--- config.mk ---
export PLATFORM = sky130hd
export DESIGN_NAME = rxq_alarm_fifo
export DESIGN_NICKNAME = d
export VERILOG_FILES = /design/src/rtl/rxq_pkg.sv /design/src/rtl/rxq_store.sv /design/src/rtl/rxq_level.sv /design/src/rtl/rxq_regs.sv /design/src/rtl/rxq_alarm_fifo.sv
export SDC_FILE = /design/constraint.sdc
export NUM_CORES = 1
export LEC_CHECK = 0
export BUFFER_PORTS_ARGS = -buffer_cell sky130_fd_sc_hd__buf_4
export CAP_MARGIN = 10
export CORE_UTILIZATION = 45
export DETAILED_ROUTE_END_ITERATION = 10
export GPL_TIMING_DRIVEN = 0
export MAX_ROUTING_LAYER = met4
export PLACE_DENSITY_LB_ADDON = 0.15
export SKIP_LAST_GASP = 1
export SYNTH_ARGS = -nofsm -noshare
export SYNTH_HDL_FRONTEND = slang
export SYNTH_SLANG_ARGS = --single-unit
--- constraint.sdc ---
create_clock -name clk -period 5.5 [get_ports clk]
set_input_delay 0.825 -clock clk [delete_from_list [all_inputs] [get_ports clk]]
set_output_delay 0.825 -clock clk [all_outputs]
set_load 0.03 [all_outputs]
--- src/rtl/rxq_pkg.sv ---
// Package: shared field positions, register selects and the control record
// for the receive byte queue. Assumes a 32-bit register port.
package rxq_pkg;
    localparam int REG_W     = 32;
    localparam int GRAN_W    = 3;
    localparam int MARK_W    = 12;
    localparam int NSRC      = 6;

    // Register selects
    localparam logic [1:0] SEL_CTRL = 2'd0;
    localparam logic [1:0] SEL_STS  = 2'd1;
    localparam logic [1:0] SEL_MARK = 2'd2;

    // Status bit positions; mask for status bit i lives at MASK_LSB + i
    localparam int ST_IP    = 0;
    localparam int ST_FAE   = 1;
    localparam int ST_RXW   = 2;
    localparam int ST_UF    = 3;
    localparam int ST_OF    = 4;
    localparam int ST_TXW   = 5;
    localparam int ST_EMPTY = 8;
    localparam int ST_ALARM = 9;

    localparam int MASK_LSB  = 8;
    localparam int FRAME_BIT = 16;

    localparam logic [MARK_W-1:0] MARK_RST = 12'd64;

    typedef struct packed {
        logic              frame_mark;
        logic [NSRC-1:0]   mask;
        logic [GRAN_W-1:0] gran;
    } ctrl_t;

    localparam ctrl_t CTRL_RST = '{frame_mark: 1'b0,
                                   mask: 6'b100100,
                                   gran: 3'd1};
endpackage

--- src/rtl/rxq_store.sv ---
// Module: byte storage with read/write pointers and an occupancy count.
// Assumes DEPTH is a power of two so pointers wrap naturally. A write while
// full and a read while empty are dropped and reported as one-cycle events.
module rxq_store #(
    parameter int DEPTH  = 128,
    parameter int DATA_W = 8,
    localparam int AW    = $clog2(DEPTH),
    localparam int CW    = $clog2(DEPTH + 1)
) (
    input  logic              clk,
    input  logic              rst_n,
    input  logic              wr_en,
    input  logic [DATA_W-1:0] wr_data,
    input  logic              rd_en,
    output logic [DATA_W-1:0] rd_data,
    output logic [CW-1:0]     fill,
    output logic              ovf_evt,
    output logic              udf_evt
);
    logic [DATA_W-1:0] mem [DEPTH];
    logic [AW-1:0]     wptr;
    logic [AW-1:0]     rptr;
    logic              full;
    logic              none;
    logic              do_wr;
    logic              do_rd;

    // Decide which requests are accepted this cycle from the current fill.
    always_comb begin
        full    = (fill == CW'(DEPTH));
        none    = (fill == '0);
        do_wr   = wr_en && !full;
        do_rd   = rd_en && !none;
        ovf_evt = wr_en && full;
        udf_evt = rd_en && none;
    end

    // Store accepted bytes; storage carries no reset.
    always_ff @(posedge clk) begin
        if (do_wr) mem[wptr] <= wr_data;
    end

    // Advance pointers and occupancy for accepted requests.
    always_ff @(posedge clk) begin
        if (!rst_n) begin
            wptr <= '0;
            rptr <= '0;
            fill <= '0;
        end else begin
            if (do_wr) wptr <= wptr + 1'b1;
            if (do_rd) rptr <= rptr + 1'b1;
            case ({do_wr, do_rd})
                2'b10:   fill <= fill + 1'b1;
                2'b01:   fill <= fill - 1'b1;
                default: fill <= fill;
            endcase
        end
    end

    // Show the oldest byte, or zero when nothing is stored.
    always_comb begin
        rd_data = none ? '0 : mem[rptr];
    end
endmodule

--- src/rtl/rxq_level.sv ---
// Module: registered empty and alarm levels derived from the occupancy.
// Alarm rises at the watermark and is released on empty or when free space
// drops below the granularity; release has priority and is not guarded.
module rxq_level #(
    parameter int DEPTH  = 128,
    parameter int GRAN_W = 3,
    parameter int MARK_W = 12,
    localparam int CW    = $clog2(DEPTH + 1),
    localparam int SW    = (MARK_W > CW + 1) ? MARK_W : CW + 1
) (
    input  logic              clk,
    input  logic              rst_n,
    input  logic [CW-1:0]     fill,
    input  logic [MARK_W-1:0] mark,
    input  logic [GRAN_W-1:0] gran,
    output logic              empty_q,
    output logic              alarm_q
);
    logic [SW-1:0] fill_x;
    logic [SW-1:0] top_x;
    logic          hit_mark;
    logic          hit_ceiling;
    logic          is_empty;
    logic          alarm_d;

    // Compare in a common width so a large watermark never aliases.
    always_comb begin
        fill_x      = SW'(fill);
        top_x       = fill_x + SW'(gran);
        is_empty    = (fill == '0);
        hit_mark    = (fill_x >= SW'(mark));
        hit_ceiling = (top_x > SW'(DEPTH));
        if (is_empty || hit_ceiling) alarm_d = 1'b0;
        else if (hit_mark)           alarm_d = 1'b1;
        else                         alarm_d = alarm_q;
    end

    // Register both levels one clock behind the occupancy.
    always_ff @(posedge clk) begin
        if (!rst_n) begin
            empty_q <= 1'b1;
            alarm_q <= 1'b0;
        end else begin
            empty_q <= is_empty;
            alarm_q <= alarm_d;
        end
    end
endmodule

--- src/rtl/rxq_regs.sv ---
// Module: control word, sticky status word and watermark behind a simple
// register port, plus the masked error combine. Reads are combinational.
// Assumes one register access per cycle; event set wins over clear.
module rxq_regs
    import rxq_pkg::*;
(
    input  logic              clk,
    input  logic              rst_n,
    input  logic              reg_we,
    input  logic [1:0]        reg_addr,
    input  logic [REG_W-1:0]  reg_wdata,
    output logic [REG_W-1:0]  reg_rdata,
    input  logic [3:0]        link_flags,
    input  logic              ovf_evt,
    input  logic              udf_evt,
    input  logic              empty_lvl,
    input  logic              alarm_lvl,
    output ctrl_t             ctrl,
    output logic [NSRC-1:0]   sticky,
    output logic [MARK_W-1:0] mark,
    output logic              err_o
);
    logic [NSRC-1:0] set_vec;
    logic [NSRC-1:0] clr_vec;
    logic [NSRC-1:0] pend;

    // Gather this cycle's error events into status bit order.
    always_comb begin
        set_vec         = '0;
        set_vec[ST_IP]  = link_flags[0];
        set_vec[ST_FAE] = link_flags[1];
        set_vec[ST_RXW] = link_flags[2];
        set_vec[ST_TXW] = link_flags[3];
        set_vec[ST_UF]  = udf_evt;
        set_vec[ST_OF]  = ovf_evt;
        clr_vec = (reg_we && reg_addr == SEL_STS) ? reg_wdata[NSRC-1:0] : '0;
    end

    // Hold the writable control fields; reserved bits are never stored.
    always_ff @(posedge clk) begin
        if (!rst_n) begin
            ctrl <= CTRL_RST;
        end else if (reg_we && reg_addr == SEL_CTRL) begin
            ctrl.gran       <= reg_wdata[GRAN_W-1:0];
            ctrl.mask       <= reg_wdata[MASK_LSB +: NSRC];
            ctrl.frame_mark <= reg_wdata[FRAME_BIT];
        end
    end

    // Hold the alarm watermark.
    always_ff @(posedge clk) begin
        if (!rst_n)                                  mark <= MARK_RST;
        else if (reg_we && reg_addr == SEL_MARK)     mark <= reg_wdata[MARK_W-1:0];
    end

    // Sticky status bits: write-one-to-clear, new events win.
    always_ff @(posedge clk) begin
        if (!rst_n) sticky <= '0;
        else        sticky <= (sticky & ~clr_vec) | set_vec;
    end

    // One error source per bit passes only when unmasked.
    for (genvar i = 0; i < NSRC; i++) begin : g_gate
        assign pend[i] = sticky[i] & ~ctrl.mask[i];
    end

    // Combine pending sources into the error output.
    always_comb begin
        err_o = |pend;
    end

    // Return the selected register with reserved bits at zero.
    always_comb begin
        reg_rdata = '0;
        case (reg_addr)
            SEL_CTRL: begin
                reg_rdata[GRAN_W-1:0]        = ctrl.gran;
                reg_rdata[MASK_LSB +: NSRC]  = ctrl.mask;
                reg_rdata[FRAME_BIT]         = ctrl.frame_mark;
            end
            SEL_STS: begin
                reg_rdata[NSRC-1:0] = sticky;
                reg_rdata[ST_EMPTY] = empty_lvl;
                reg_rdata[ST_ALARM] = alarm_lvl;
            end
            SEL_MARK: reg_rdata[MARK_W-1:0] = mark;
            default:  reg_rdata = '0;
        endcase
    end
endmodule

--- src/rtl/rxq_alarm_fifo.sv ---
// Module: top of the receive byte queue. Joins storage, level generation and
// the register block. Assumes a single clock and synchronous active-low reset.
module rxq_alarm_fifo
    import rxq_pkg::*;
#(
    parameter int DEPTH  = 128,
    parameter int DATA_W = 8,
    localparam int CW    = $clog2(DEPTH + 1)
) (
    input  logic              clk,
    input  logic              rst_n,
    input  logic              wr_en,
    input  logic [DATA_W-1:0] wr_data,
    input  logic              rd_en,
    output logic [DATA_W-1:0] rd_data,
    input  logic [3:0]        link_flags,
    input  logic              reg_we,
    input  logic [1:0]        reg_addr,
    input  logic [REG_W-1:0]  reg_wdata,
    output logic [REG_W-1:0]  reg_rdata,
    output logic              empty_o,
    output logic              alarm_o,
    output logic              err_o
);
    logic [CW-1:0]     fill_w;
    logic              ovf_w;
    logic              udf_w;
    ctrl_t             ctrl_w;
    logic [NSRC-1:0]   sts_w;
    logic [MARK_W-1:0] mark_w;

    rxq_store #(.DEPTH(DEPTH), .DATA_W(DATA_W)) u_store (
        .clk     (clk),
        .rst_n   (rst_n),
        .wr_en   (wr_en),
        .wr_data (wr_data),
        .rd_en   (rd_en),
        .rd_data (rd_data),
        .fill    (fill_w),
        .ovf_evt (ovf_w),
        .udf_evt (udf_w)
    );

    rxq_level #(.DEPTH(DEPTH), .GRAN_W(GRAN_W), .MARK_W(MARK_W)) u_level (
        .clk     (clk),
        .rst_n   (rst_n),
        .fill    (fill_w),
        .mark    (mark_w),
        .gran    (ctrl_w.gran),
        .empty_q (empty_o),
        .alarm_q (alarm_o)
    );

    rxq_regs u_regs (
        .clk        (clk),
        .rst_n      (rst_n),
        .reg_we     (reg_we),
        .reg_addr   (reg_addr),
        .reg_wdata  (reg_wdata),
        .reg_rdata  (reg_rdata),
        .link_flags (link_flags),
        .ovf_evt    (ovf_w),
        .udf_evt    (udf_w),
        .empty_lvl  (empty_o),
        .alarm_lvl  (alarm_o),
        .ctrl       (ctrl_w),
        .sticky     (sts_w),
        .mark       (mark_w),
        .err_o      (err_o)
    );
endmodule

==> impl_metrics.yaml, run 1 <==
grt:
  grt_first_pass_wirelength_um: 162000
  grt_use_total_pct: 24.7
  grt_overflow: 0
  grt_max_degree: 129
  grt_pass1_vias: 22700
  antenna_found_initial: 3
sta:
  worst_pin_slew_ns: 1.18
  clock.fmax_ghz: 0.184
  slew_viol_final: 0
  whs_ns: 0.348
  worst_clock_skew_ns: 0.0253
  layout_setup_ws_ns: 0.0717
  setup_tns_ns: 0
  hold_viol_final: 0
  fin_crit_sh_pct: 98.7
  slew_headroom_pct: 21.0
  setup_viol: 0
  rsz0062_at_grt: "false"
  final.min_clock_period_ns: 5.43
cts:
  cts.sinks: 1083
  clk_path_buf_depth: 3
  cts_tree: "done"
  cts_hold_buffers: 0
  path_clk_slew_ns: 0.06
  cts_made_buffers: 111
  h-tree-depth: 3
  clockRootBuffer: "clkbuf_16"
  clk-insertion-delay-late_ns: 0.69
route:
  firstDrtPassIters: 5
  wirelength_um: 113000
  via_count: 22700
  drc: 0
  initialDrtViolationCount: 2384
  wl_per_cell_um: 29.7
  vias_per_cell: 5.93
  postRouteAntennaNets: 0
synthesis:
  ys_seq_elements: 1083
  synth_ff_type: "edfxtp_1"
  avgSynthCellArea_um2: 18.8
  synth_edf_count: 1024
  synthArstFlopShare_pct: 0
  synth_top_area_cell: "edfxtp_1"
  netlist_area_um2: 42800
  synth_area_leaders: "edfxtp_1, mux4_2, dfxtp_1, mux2i_1, nor2_1"
  synth.yosys.seq_area_share_pct: 74.6
  yosys_warnings: 0
  synth_cell_types: 64
  syn_inst: 2281
  yosys.area.top_type_share_pct: 71.9
hold_path:
  hold_path_class: "input port to flop"
pwr:
  irDropWorstVdd_mv: 0.295
  power.density_nw_per_um2: 423
  cellLeakagePower_nw: 15.0
  total_power_mw: 20.6
floorplan:
  ios: 94
  die_w_um: 310
  core_area_um2: 93700
  core.rowCount: 112
  die_y_um: 310
  initial_core_util_pct: 45.6
  die_area_um2: 96300
final_layout:
  final_area_um2: 48700
  post-route-util_pct: 52.0
  nets: 2547
  drive_gt1_share_pct: 21.1
  stdcell_count: 3819
  synthToLayoutAreaGrowth_pct: 13.9
setup_path:
  path_max_fanout: 10
  crit_path_end_kind: "output pin"
  critPathArrivalTime_ns: 4.60
  crit_chain: "buf_2 > buf_2 > clkbuf_1 > mux4_2 > mux2i_1 > o21ai_0 > nand4_1 > o21ai_1 > buf_4"
  timing.critical_path.slowest_stage_cell: "clkbuf_1"
  slowest_delay_ns: 0.84
  crit_buf_inv: 4
  critPathLaunchType: "flop"
  critical_path_class: "flop to output pin"
  crit_required_ns: 4.68
  crit_top_cell: "buf_2"
  cp_top_family: "buffers and inverters"
placement:
  port_buffers: 58
  placedCellCount: 3616
  place_congestion: 0.944
  place_hpwl_um: 75400
  placed_cell_area_um2: 45000
  dpl_worst_slack_ns: 0.677
job:
  maxCapViolCount: 0
outcome:
  outcome: "finished, final reports clean"
[timing repair]
item,4_1_cts,5_1_grt
setup buffers,0,0
gates resized for setup,2,1
endpoints found under the setup margin,1,2
[sequential cells by signal, summed over array words and instances (netlist names), named ones only]
register	cells
u_store.mem	1024
u_regs.mark	12
u_regs.ctrl	10
u_store.fill	8
u_store.rptr	7
u_store.wptr	7
u_regs.sticky	6
u_level.alarm_q	1
u_level.empty_q	1
[power by group]
part	total (mW)	leakage [nW]	internal, mW	switching [mW]
logic	3.88	3.56	1.48	2.40
registers	9.18	9.69	9.10	0.0778
clock network	7.57	1.78	4.49	3.09
[kinds of logic (layout without fill, tap and decap cells)]
group | count (synthesis) | in the layout | share of synthesized area (%)
DFF | 1083 | 1083 | 74.6
buffers and inverters | 170 | 436 | 1.92
AOI/OAI and AO/OA | 259 | 259 | 4.32
adders and majority gates | 20 | 20 | 0.602
muxes | 339 | 339 | 14.0
xor gates and xnor gates | 19 | 19 | 0.389
other | 1 | 19 | 0.00876
and+or+nand+nor | 390 | 390 | 4.08
[synth_stat cells, drive strengths merged, types with 2 or more instances]
cell       n
or3        5
edfxtp  1024
nand4      9
a22oi     27
mux4     207
nor2     179
a211o      2
o31ai      3
ha        19
a21o       5
clkbuf    54
and2      13
a222oi     5
nand3b     5
a21oi     58
mux2      21
a211oi    20
and3       3
a22o      11
a31oi      5
or3b       2
o221ai    40
o41ai      2
xnor2      8
a221o      8
o211ai     6
buf       95
o21ai     33
nand2    101
mux2i    111
o22ai      9
or4        2
or2        2
dfxtp     59
nor3       3
a311oi     4
a221oi    18
inv       21
xor2      11
nand3     34
nor2b     17
nand2b     6
nor4       4
[layout make-up]
class,instances,area (µm²)
Multi-Input combinational cell,1044,10100
Fill cell,7410,45000
Tap cell,1254,1570
Antenna cell,2,5.00
Inverter,21,78.8
Clock inverter,57,646
Timing Repair Buffer,67,676
Buffer,148,748
Clock buffer,143,3000
Sequential cell,1083,31900
[layer usage]
layer	wire, µm	GRT usage [%]	part of all wire, %
met4	2780	6.84	2.4
met3	8300	3.91	7.3
met5	0	-	0
met1	47400	33.9	42
met2	54800	38.6	48
[cells in the final DEF (no fill, tap or decap), drive strengths merged, types with 8 or more instances in the layout]
| cell type | n |
|---|---|
| clkbuf | 197 |
| a221o | 8 |
| conb | 17 |
| nand3 | 34 |
| nor2 | 179 |
| a21oi | 58 |
| mux4 | 207 |
| o21ai | 33 |
| o22ai | 9 |
| nand2 | 101 |
| a22o | 11 |
| a221oi | 18 |
| o221ai | 40 |
| buf | 160 |
| xor2 | 11 |
| a211oi | 20 |
| edfxtp | 1024 |
| bufinv | 14 |
| ha | 19 |
| mux2i | 111 |
| dfxtp | 59 |
| inv | 24 |
| and2 | 13 |
| mux2 | 21 |
| xnor2 | 8 |
| a22oi | 27 |
| nand4 | 9 |
| nor2b | 17 |
| clkinv | 37 |
[worst paths after layout]
path,depth (start not counted),from,endpoint,slack (ns)
setup reg to reg,14,u_store.fill[1],u_store.fill[4],1.63
setup / recovery,9,flop,rd_data[3],0.07
hold reg to reg,2,u_regs.ctrl[9],u_regs.ctrl[9],0.46
hold / removal,3,link_flags[1],u_regs.sticky[1],0.35
[tightest hold or removal path: stages]
cell and delay [ns]:
buf_4 0.08, a21oi_1 0.03, nor2_1 0.07
Note: power is estimated with default switching activity, not from simulation.
==> run 2, diff against run 1 <==
==> constraint.sdc (replaced) <==
create_clock -name clk -period 6.6 [get_ports clk]
set_input_delay 0.99 -clock clk [delete_from_list [all_inputs] [get_ports clk]]
set_output_delay 0.99 -clock clk [all_outputs]
set_load 0.03 [all_outputs]
==> run 2 against run 1 <==
Effect of this change: non-clock buffer count grew 1; highest routed layer unchanged; first-iteration DRC count stayed put; sequential cell count is the same; routed wire length rose by 0.15%; via count is 0.11% lower; cell count about the same; cell area barely moved; core utilization hardly changed.
==> impl_metrics.yaml, run 2 (synthesis results as in run 1) <==
pwr:
  internal_power_mw: 12.6
  clock_power_share_pct: 36.7
  p_switching_mw: 4.65
  cellLeakagePower_nw: 15.0
  power.density_nw_per_um2: 353
  seqPwrFrac_pct: 44.5
  irDropWorstVdd_mv: 0.246
  p_comb_share_pct: 18.8
  switching_share_pct: 27.0
grt:
  grt_first_pass_wirelength_um: 162000
  grt_use_total_pct: 24.7
  grt_pass1_vias: 22700
  grt_overflow: 0
  antenna_found_initial: 3
  grt_max_degree: 129
sta:
  slew_headroom_pct: 20.9
  rsz0062_at_grt: "false"
  setup_tns_ns: 0
  fin_crit_sh_pct: 86.5
  final.min_clock_period_ns: 5.71
  hold_viol_final: 0
  clock.fmax_ghz: 0.175
  worst_pin_slew_ns: 1.19
  setup_viol: 0
  whs_ns: 0.460
  slew_viol_final: 0
  worst_clock_skew_ns: 0.0253
job:
  maxCapViolCount: 0
placement:
  place_hpwl_um: 75400
  placedCellCount: 3616
  place_congestion: 0.944
  placed_cell_area_um2: 45000
  port_buffers: 58
route:
  wirelength_um: 114000
  drc: 0
  vias_per_cell: 5.93
  firstDrtPassIters: 5
  postRouteAntennaNets: 0
  wl_per_cell_um: 29.7
  via_count: 22600
  initialDrtViolationCount: 2384
cts:
  path_clk_slew_ns: 0.06
  h-tree-depth: 3
  cts.sinks: 1083
  clk_path_buf_depth: 3
  clk-insertion-delay-late_ns: 0.69
  cts_made_buffers: 111
  post_cts_resized: 0
  cts_tree: "done"
  cts_setup_buffers: 0
  cts_hold_buffers: 0
  clockRootBuffer: "clkbuf_16"
setup_path:
  path_max_fanout: 10
  crit_required_ns: 5.61
  reg2reg_from: "u_store.fill[1]"
  critPathLaunchType: "flop"
  critPathArrivalTime_ns: 4.72
  reg2reg_depth: 14
  slowest_delay_ns: 0.80
  timing.critical_path.slowest_stage_cell: "buf_1"
  crit_chain: "buf_2 > buf_2 > buf_1 > mux4_2 > mux2i_1 > o21ai_0 > nand4_1 > o21ai_0 > buf_4"
  r2r_slack_ns: 2.74
  r2r-end: "u_store.fill[4]"
  crit_path_end_kind: "output pin"
  critical_path_class: "flop to output pin"
  crit_buf_inv: 4
  cp_top_family: "buffers and inverters"
floorplan:
  core_area_um2: 93700
  initial_core_util_pct: 45.6
  ios: 94
  die_w_um: 310
  die_y_um: 310
  core.rowCount: 112
  die_area_um2: 96300
final_layout:
  stdcell_count: 3820
  layout_common_cells: "edfxtp_1, mux4_2, nor2_1"
  nFillCells: 7412
  largest_register: "u_store.mem"
  reg_top3: "u_store.mem x1024, u_regs.mark x12, u_regs.ctrl x10"
  post-route-util_pct: 52.0
  nets: 2548
  final_area_um2: 48700
  synthToLayoutAreaGrowth_pct: 13.9
  final_common_cell: "edfxtp_1"
  drive_gt1_share_pct: 21.0
  largest_reg_flops: 1024
hold_path:
  hold_path_class: "flop to flop"
  worstHoldEndpoint: "u_regs.ctrl[9]"
  min_from: "u_regs.ctrl[9]"
  min_path_cells: 2
outcome:
  outcome: "finished, final reports clean"
[run 2: changes by cell type in the layout (fill, tap and decap cells not counted)]
cell / previous run / this run
clkdlybuf4s15_2: 1 / 0
o21ai_1: 1 / 0
o21ai_0: 32 / 33
buf_1: 16 / 18
[run 2: cell type report]
cell class,instances,area (µm²),area share [%]
inverter,21,78.8,0.162
sequential,1083,31900,65.5
clock inverter,57,646,1.32
tap,1254,1570,3.22
timing repair buffer,67,676,1.39
antenna,2,5.00,0.0103
clock buffer,143,3000,6.16
multi-input combinational,1044,10100,20.7
buffer,149,744,1.53
[run 2: power groups by stage]
stage	Clock [mW]	Combinational, mW	Sequential (mW)
2_1_floorplan	0	1.98	7.78
3_3_place_gp	0	3.19	7.80
3_5_place_dp	0	3.23	7.80
4_1_cts	6.39	3.24	7.65
5_1_grt	6.64	3.40	7.65
6_report	6.32	3.24	7.65
[run 2: through the flow]
step / worst slack (ns) / total power [mW]
CTS: 0.869 / 17.3
floorplan: 3.30 / 9.76
global route: 0.781 / 17.7
global placement: 1.64 / 11.0
finish: 0.892 / 17.2
detailed placement: 1.61 / 11.0
[run 2: layer usage]
metal,GRT usage [%],vias up,wire length [µm]
met5,-,-,0
met4,6.84,0,2780
met3,3.91,160,8010
met2,38.6,923,55000
met1,33.9,11900,47800
li1,-,9626,-
[run 2: worst min-delay path, cell delays in order (launching register included)]
cell,delay [ns]
dfxtp_1,0.31
nand2_1,0.05
a21oi_1,0.06
[run 2: worst max-delay path by stage]
stage / start / end / cells after the start
floorplan: flop / rd_data[6] / 8
global placement: flop / rd_data[3] / 9
detailed placement: flop / rd_data[3] / 9
CTS: flop / rd_data[3] / 9
global route: flop / rd_data[3] / 9
finish: flop / rd_data[3] / 9
